==> config.mk <==
export PLATFORM = sky130hd
export DESIGN_NAME = tsc_ctrl_port
export DESIGN_NICKNAME = d
export VERILOG_FILES = /design/src/rtl/tsc_pkg.sv /design/src/rtl/tsc_slot_rx.sv /design/src/rtl/tsc_reg_bank.sv /design/src/rtl/tsc_pcm_tx.sv /design/src/rtl/tsc_ctrl_port.sv
export SDC_FILE = /design/constraint.sdc
export NUM_CORES = 1
export LEC_CHECK = 0
export BUFFER_PORTS_ARGS = -buffer_cell sky130_fd_sc_hd__buf_4
export CAP_MARGIN = 10
export CORE_AREA = 2 2 59 74
export DETAILED_ROUTE_END_ITERATION = 10
export DIE_AREA = 0 0 61 76
export GPL_TIMING_DRIVEN = 0
export PLACE_DENSITY = 0.93
export RECOVER_POWER = 100
export SLEW_MARGIN = 20
export SYNTH_ARGS = -nofsm -noshare
export SYNTH_HDL_FRONTEND = slang
export SYNTH_SLANG_ARGS = --single-unit
export TNS_END_PERCENT = 20
==> constraint.sdc <==
create_clock -name clk -period 3.9 [get_ports clk]
set_clock_uncertainty 0.15 [all_clocks]
set_input_delay 0.195 -clock clk [delete_from_list [all_inputs] [get_ports clk]]
set_output_delay 0.195 -clock clk [all_outputs]
set_load 0.03 [all_outputs]
==> src/rtl/tsc_pkg.sv <==
package tsc_pkg;

  localparam int unsigned WORD_W = 8;
  localparam int unsigned GAIN_W = 3;
  localparam int unsigned GP_W   = 6;
  localparam int unsigned TEST_W = 2;

  typedef enum logic [1:0] {
    ADDR_LOW     = 2'b00,
    ADDR_MID     = 2'b01,
    ADDR_HIGH    = 2'b10,
    ADDR_MID_ALT = 2'b11
  } addr_lvl_e;

  typedef struct packed {
    logic              pdn;
    logic              lpbk;
    logic [GAIN_W-1:0] tx_gain;
    logic [GAIN_W-1:0] rx_gain;
  } func_word_t;

  typedef struct packed {
    logic [TEST_W-1:0] test;
    logic [GP_W-1:0]   gp;
  } aux_word_t;

  typedef struct packed {
    logic to_func;
    logic to_aux;
    logic clr_aux;
    logic pcm_ok;
  } route_t;

  function automatic route_t decode_route(addr_lvl_e lvl);
    route_t r;
    case (lvl)
      ADDR_LOW:  r = '{to_func: 1'b1, to_aux: 1'b0, clr_aux: 1'b1, pcm_ok: 1'b1};
      ADDR_HIGH: r = '{to_func: 1'b0, to_aux: 1'b1, clr_aux: 1'b0, pcm_ok: 1'b0};
      default:   r = '{to_func: 1'b1, to_aux: 1'b0, clr_aux: 1'b0, pcm_ok: 1'b1};
    endcase
    return r;
  endfunction

endpackage

==> src/rtl/tsc_slot_rx.sv <==
module tsc_slot_rx #(
  parameter int unsigned WORD_W = 8
) (
  input  logic              clk,
  input  logic              rst_n,
  input  logic              slot_en_n,
  input  logic              ctl_bit,
  input  logic              pcm_bit,
  output logic              done,
  output logic [WORD_W-1:0] ctl_word,
  output logic [WORD_W-1:0] pcm_word
);
  localparam int unsigned CNT_W = (WORD_W > 1) ? $clog2(WORD_W) : 1;
  localparam logic [CNT_W-1:0] LAST = CNT_W'(WORD_W - 1);

  logic [CNT_W-1:0]  cnt_q;
  logic [WORD_W-2:0] ctl_sr_q;
  logic [WORD_W-2:0] pcm_sr_q;

  // Falling-edge sampling; counter restarts whenever the slot closes.
  always_ff @(negedge clk or negedge rst_n) begin
    if (!rst_n) begin
      cnt_q    <= '0;
      ctl_sr_q <= '0;
      pcm_sr_q <= '0;
    end else if (slot_en_n) begin
      cnt_q <= '0;
    end else begin
      cnt_q    <= (cnt_q == LAST) ? '0 : cnt_q + 1'b1;
      ctl_sr_q <= {ctl_sr_q[WORD_W-3:0], ctl_bit};
      pcm_sr_q <= {pcm_sr_q[WORD_W-3:0], pcm_bit};
    end
  end

  assign done     = !slot_en_n && (cnt_q == LAST);
  assign ctl_word = {ctl_sr_q, ctl_bit};
  assign pcm_word = {pcm_sr_q, pcm_bit};

endmodule

==> src/rtl/tsc_reg_bank.sv <==
module tsc_reg_bank
  import tsc_pkg::*;
#(
  parameter int unsigned WORD_W = tsc_pkg::WORD_W
) (
  input  logic              clk,
  input  logic              rst_n,
  input  logic              done,
  input  logic [WORD_W-1:0] ctl_word,
  input  addr_lvl_e         lvl,
  input  logic              ctl_serial,
  input  logic              ctl_level,
  output func_word_t        func_q,
  output aux_word_t         aux_q
);
  route_t route;
  logic   static_mode;

  assign route       = decode_route(lvl);
  assign static_mode = (lvl == ADDR_LOW) && !ctl_serial;

  always_ff @(negedge clk or negedge rst_n) begin
    if (!rst_n) begin
      func_q <= '0;
    end else if (static_mode) begin
      func_q <= func_word_t'({ctl_level, {(WORD_W-1){1'b0}}});
    end else if (done && route.to_func) begin
      func_q <= func_word_t'(ctl_word);
    end
  end

  always_ff @(negedge clk or negedge rst_n) begin
    if (!rst_n) begin
      aux_q <= '0;
    end else if (done && !static_mode) begin
      if (route.clr_aux)     aux_q <= '0;
      else if (route.to_aux) aux_q <= aux_word_t'(ctl_word);
    end
  end

endmodule

==> src/rtl/tsc_pcm_tx.sv <==
module tsc_pcm_tx #(
  parameter int unsigned WORD_W = 8
) (
  input  logic              clk,
  input  logic              rst_n,
  input  logic              slot_en_n,
  input  logic              allow,
  input  logic [WORD_W-1:0] tx_byte,
  output logic              pcm_out,
  output logic              pcm_oe
);
  localparam int unsigned CNT_W = (WORD_W > 1) ? $clog2(WORD_W) : 1;
  localparam logic [CNT_W-1:0] LAST = CNT_W'(WORD_W - 1);

  logic [CNT_W-1:0]  cnt_q;
  logic [WORD_W-2:0] sh_q;

  always_ff @(posedge clk or negedge rst_n) begin
    if (!rst_n) begin
      cnt_q   <= '0;
      sh_q    <= '0;
      pcm_out <= 1'b0;
      pcm_oe  <= 1'b0;
    end else if (slot_en_n) begin
      cnt_q   <= '0;
      pcm_out <= 1'b0;
      pcm_oe  <= 1'b0;
    end else begin
      cnt_q  <= (cnt_q == LAST) ? '0 : cnt_q + 1'b1;
      pcm_oe <= allow;
      if (cnt_q == '0) begin
        sh_q    <= tx_byte[WORD_W-2:0];
        pcm_out <= allow & tx_byte[WORD_W-1];
      end else begin
        sh_q    <= {sh_q[WORD_W-3:0], 1'b0};
        pcm_out <= allow & sh_q[WORD_W-2];
      end
    end
  end

endmodule

==> src/rtl/tsc_ctrl_port.sv <==
module tsc_ctrl_port
  import tsc_pkg::*;
#(
  parameter int unsigned WORD_W = tsc_pkg::WORD_W
) (
  input  logic              clk,
  input  logic              rst_n,
  input  logic              slot_en_n,
  input  logic [1:0]        addr_sel,
  input  logic              ctl_serial,
  input  logic              ctl_in,
  input  logic              pcm_in,
  input  logic [WORD_W-1:0] tx_byte,
  output logic              pcm_out,
  output logic              pcm_oe,
  output logic [WORD_W-1:0] rx_byte,
  output logic              rx_strobe,
  output logic              pwr_down,
  output logic              loopback,
  output logic [GAIN_W-1:0] tx_gain,
  output logic [GAIN_W-1:0] rx_gain,
  output logic [GP_W-1:0]   gp_out,
  output logic [TEST_W-1:0] test_sel
);
  addr_lvl_e         lvl;
  route_t            route;
  logic              done;
  logic [WORD_W-1:0] ctl_word;
  logic [WORD_W-1:0] pcm_word;
  func_word_t        func_q;
  aux_word_t         aux_q;
  logic              pcm_allow;

  assign lvl       = addr_lvl_e'(addr_sel);
  assign route     = decode_route(lvl);
  assign pcm_allow = route.pcm_ok && !func_q.pdn;

  tsc_slot_rx #(.WORD_W(WORD_W)) u_rx (
    .clk(clk), .rst_n(rst_n), .slot_en_n(slot_en_n),
    .ctl_bit(ctl_in), .pcm_bit(pcm_in),
    .done(done), .ctl_word(ctl_word), .pcm_word(pcm_word)
  );

  tsc_reg_bank #(.WORD_W(WORD_W)) u_regs (
    .clk(clk), .rst_n(rst_n), .done(done), .ctl_word(ctl_word),
    .lvl(lvl), .ctl_serial(ctl_serial), .ctl_level(ctl_in),
    .func_q(func_q), .aux_q(aux_q)
  );

  tsc_pcm_tx #(.WORD_W(WORD_W)) u_tx (
    .clk(clk), .rst_n(rst_n), .slot_en_n(slot_en_n),
    .allow(pcm_allow), .tx_byte(tx_byte),
    .pcm_out(pcm_out), .pcm_oe(pcm_oe)
  );

  // Received byte is handed over at the falling edge that completes the slot.
  always_ff @(negedge clk or negedge rst_n) begin
    if (!rst_n) begin
      rx_byte   <= '0;
      rx_strobe <= 1'b0;
    end else begin
      rx_strobe <= done && pcm_allow;
      if (done && pcm_allow) rx_byte <= pcm_word;
    end
  end

  assign pwr_down = func_q.pdn;
  assign loopback = func_q.lpbk;
  assign tx_gain  = func_q.tx_gain;
  assign rx_gain  = func_q.rx_gain;
  assign gp_out   = aux_q.gp;
  assign test_sel = (lvl == ADDR_LOW) ? '0 : aux_q.test;

endmodule

* Word level (Yosys, flattened, before mapping)
Index checks and enable logic that the tools add are counted.
** Cells by class
- $add $sub $neg :: 2
- $mul :: 0
- Div/mod/pow operators :: 0
- $lt $le $gt $ge :: 0
- Equal/unequal tests :: 3
- Shift-type cells :: 0
- Muxes and demuxes :: 14
- Bitwise operators :: 2
- Reduce and logical (&&, ||, !) cells :: 15
** Operators by type and width (count)
- $mux 8 :: 4
- $mux 3 :: 4
- $pmux 4 s2 :: 1
- $mux 7 :: 1
- $add 3x1->3 const B :: 2
- $eq 3x3->1 const B :: 2
- $logic_and 1x1->1 :: 6
- $logic_not 1->1 :: 4
- $reduce_bool 2->1 :: 2
- $logic_not 3->1 :: 1
- $mux 1 :: 3
- $and 1x1->1 :: 2
- $eq 2x2->1 const B :: 1
- $logic_not 2->1 :: 1
- $mux 2 :: 1
- $reduce_and 2->1 :: 1
** Word-level totals
- Register bits :: 54
- Bits in latches :: 0
- RAM bits :: 0
- Memory bits (read-only) :: 0
- Input port bits :: 16
- Memories :: 0

* Depth between registers and ports, before layout
- Depth after elaboration :: 6
- Gate-level depth with buffers :: 6
- Gate-level depth less buffers :: 5

* Hierarchy
Synthesis repeated with hierarchy kept, for this count alone.
** Second synthesis, totals
- Cell total of the unflattened synthesis :: 173
- Area, all modules :: 2394.8 sq um
** Modules (own cells, without submodules)
- tsc_reg_bank :: times used 1, cells each 61, area each 757.0 sq um, seq. area each 400.4 sq um
- tsc_slot_rx :: times used 1, cells each 41, area each 708.2 sq um, seq. area each 425.4 sq um
- tsc_pcm_tx :: times used 1, cells each 48, area each 558.0 sq um, seq. area each 300.3 sq um
- tsc_ctrl_port :: times used 1, cells each 23, area each 371.6 sq um, seq. area each 225.2 sq um

==> impl_metrics.toml <==
[run_status]
status = "completed"

[clock_tree]
cts-resized-gates = 0
ctsHtreeMaxLevel = 2
cts_tree = "done"
numCtsBuffers = 5
clkTransAtPathRegs_ps = 100
clockRootBuffer = "clkbuf_8"
clockBufferDepth = 2
clk_latency_ps = 310
cts.sink_count = 54

[critical_path]
required_ps = 1950
critPathLaunchType = "input port"
critical_path.cell_chain = "dlygate4sd3_1, buf_6, nand2b_4, or3_1, buf_2, a22o_1"
worstSetupPathType = "input port to flop"
max_stage_delay_ps = 560
slowest_stage = "dlygate4sd3_1"
cp-end-kind = "flop"
worstPathMaxFanout = 9
cp.arrival_ps = 1870

[placed_design]
gp_congestion = 0.764
hpwl_mm = 2.70
io_buffers = 41
place_ws_ps = 320

[yosys]
ys_types = 27
ys_ff_latch = 54
synthCells = 158
synth_nets = 179
ys_warn_count = 0
syn_avg_cell_area_sq_um = 13.9
netlist_area_sq_mm = 0.00219
synth_seq_area_share_pct = 61.6

[grt]
grt_pass1_wl_mm = 6.62
first_global_vias = 1424
globalRouteOverflowTotal = 0
grt.total_usage_pct = 19.1
grt_max_degree = 55
antenna_found_initial = 0

[finish]
register_area_sq_mm = 0.00135
nFillCells = 331
multi_input_area_sq_um = 748
num_antenna_cells = 0
syn_to_final_growth_pct = 19.9
layout-drive-gt1-share_pct = 27.0
layout.nets = 231

[die]
die-height_microns = 76
core.rowCount = 26
die-area_sq_mm = 0.00464
start_util_pct = 54.8
die_w_microns = 61
num_io_pins = 43
core_sq_mm = 0.00400

[sta]
finalSetupViolations = 0
hold_ws_ps = 25.6
finalSetupTns_ps = 0
hold_viol = 0
drv_slew = 0
worstMarginPinSlew_ps = 649
rsz0062_at_grt = "false"
setup_slack_ps = 83.4
relSlewSlack_pct = 56.7

[run]
cap_violations = 0

[routing]
wl_per_cell_microns = 14.6
ant_nets = 0
drt_iter0_drc = 38
via_per_inst = 5.19
vias = 1385
drc = 0
wl_mm = 3.90
dr.pass1.iters = 4

[power_and_ir_drop]
vdd_drop_max_uv = 295
power_leakage_nw = 1.27
totalPowerFinal_mw = 1.21
power_density_mw_per_mm2 = 459

[min_path]
min_path_type = "input port to flop"
==> final cells by class <==
cell class | count | area share (%)
Sequential cell | 54 | 51.4
Multi-Input combinational cell | 88 | 28.4
Timing Repair Buffer | 45 | 9.75
Buffer | 13 | 3.09
Tap cell | 56 | 2.66
Clock buffer | 5 | 2.62
Clock inverter | 3 | 1.66
Inverter | 3 | 0.428
==> what timing repair did <==
item                                    4_1_cts  5_1_grt
endpoints found under the hold margin        14        0
endpoints found under the setup margin        0        3
setup buffers                                 0        1
hold buffers                                  3        0
==> per-stage QoR <==
| step | std cells | instance area, sq um | util (%) |
|---|---|---|---|
| 3_3_place_gp | 255 | 2570 | 64.3 |
| 2_1_floorplan | 158 | 2190 | - |
| 5_1_grt | 267 | 2630 | 65.8 |
| 6_report | 267 | 2630 | 65.8 |
| 3_5_place_dp | 255 | 2570 | 64.3 |
| 4_1_cts | 266 | 2720 | 67.9 |
==> cells by family after synthesis <==
kind of cell               count (synthesis)  share of synthesized area, %
DFF                                       54                          61.6
muxes                                     29                          14.5
AOI/OAI and AO/OA                         28                          9.69
and+or+nand+nor                           26                          7.07
buffers and inverters                     16                          4.33
adders and majority gates                  5                          2.85
==> synth_stat cells, drive strengths merged <==
cell	count	share of area, %
inv	3	0.51
nor2b	7	2.0
nor2	1	0.17
a22o	16	6.4
a21o	1	0.34
clkbuf	2	0.34
nor3	4	1.4
nand2b	2	0.91
nor3b	1	0.34
or2	1	0.29
mux2	22	11
buf	11	3.5
dfrtn	42	48
a21oi	1	0.23
o21ai	7	1.6
nand2	8	1.4
or3	1	0.29
mux2i	7	3.2
o21a	2	0.68
ha	5	2.9
and3	1	0.29
a221o	1	0.46
dfrtp	12	14
==> final timing paths <==
check | start | end | slack [ps] | cells past startpoint
worst min register to register | u_rx.cnt_q[0]$_DFF_NN0_ | u_rx.cnt_q[0]$_DFF_NN0_ | 280 | 1
max in group asynchronous | rst_n | u_regs.aux_q[3]$_DFFE_NN0P_ | 980 | 2
worst max-delay path | slot_en_n | u_regs.aux_q[3]$_DFFE_NN0P_ | 80 | 6
worst min-delay path | tx_byte[3] | u_tx.sh_q[3]$_DFFE_PN0N_ | 30 | 3
worst max register to register | u_regs.func_q[7]$_DFFE_NN0P_ | u_tx.pcm_out$_DFF_PN0_ | 890 | 2
min in group asynchronous | rst_n | u_tx.pcm_out$_DFF_PN0_ | 320 | 2
==> power by group <==
part / internal (mW) / switching [mW]
combinational: 0.0774 / 0.0802
clock: 0.192 / 0.179
sequential: 0.629 / 0.0483
==> layout by cell type, fill, tap and decap left out, types with 2 or more instances in the layout <==
cell           Yosys  layout
dfrtn_1           42      42
ha_1               5       5
buf_2              4       2
mux2i_1            7       7
nor3_1             3       3
o21ai_0            7       7
o21a_1             2       2
a22o_1            16      16
clkbuf_8           0       5
dlygate4sd3_1      0       3
clkbuf_1           2      31
inv_1              3       3
dfrtp_1           12      12
buf_4              6      20
nand2_1            8       8
mux2_2            22      22
nor2b_1            7       7
==> worst max-delay path, delay by kind of cell <==
family | cells | cell delay, ps
buffers and inverters | 3 | 890
AND/OR/NAND/NOR | 2 | 530
AO/OA/AOI/OAI | 1 | 240
==> routing by layer <==
| metal | track usage [%] | share of wire, % | up-vias |
|---|---|---|---|
| li1 | - | - | 652 |
| met4 | 6.52 | 1.5 | 0 |
| met2 | 28.8 | 49 | 42 |
| met1 | 26.7 | 45 | 685 |
| met3 | 5.26 | 4.7 | 6 |
| met5 | 0 | 0 | - |
==> state kept, by name, summed over array words and instances, names as in the netlist <==
name           flops
u_rx.cnt_q         3
u_tx.pcm_out       1
u_rx.pcm_sr_q      7
u_rx.ctl_sr_q      7
u_tx.pcm_oe        1
u_regs.func_q      8
rx_strobe          1
u_tx.cnt_q         3
u_regs.aux_q       8
u_tx.sh_q          7
rx_byte            8
Power figures use the tool's default switching activity.
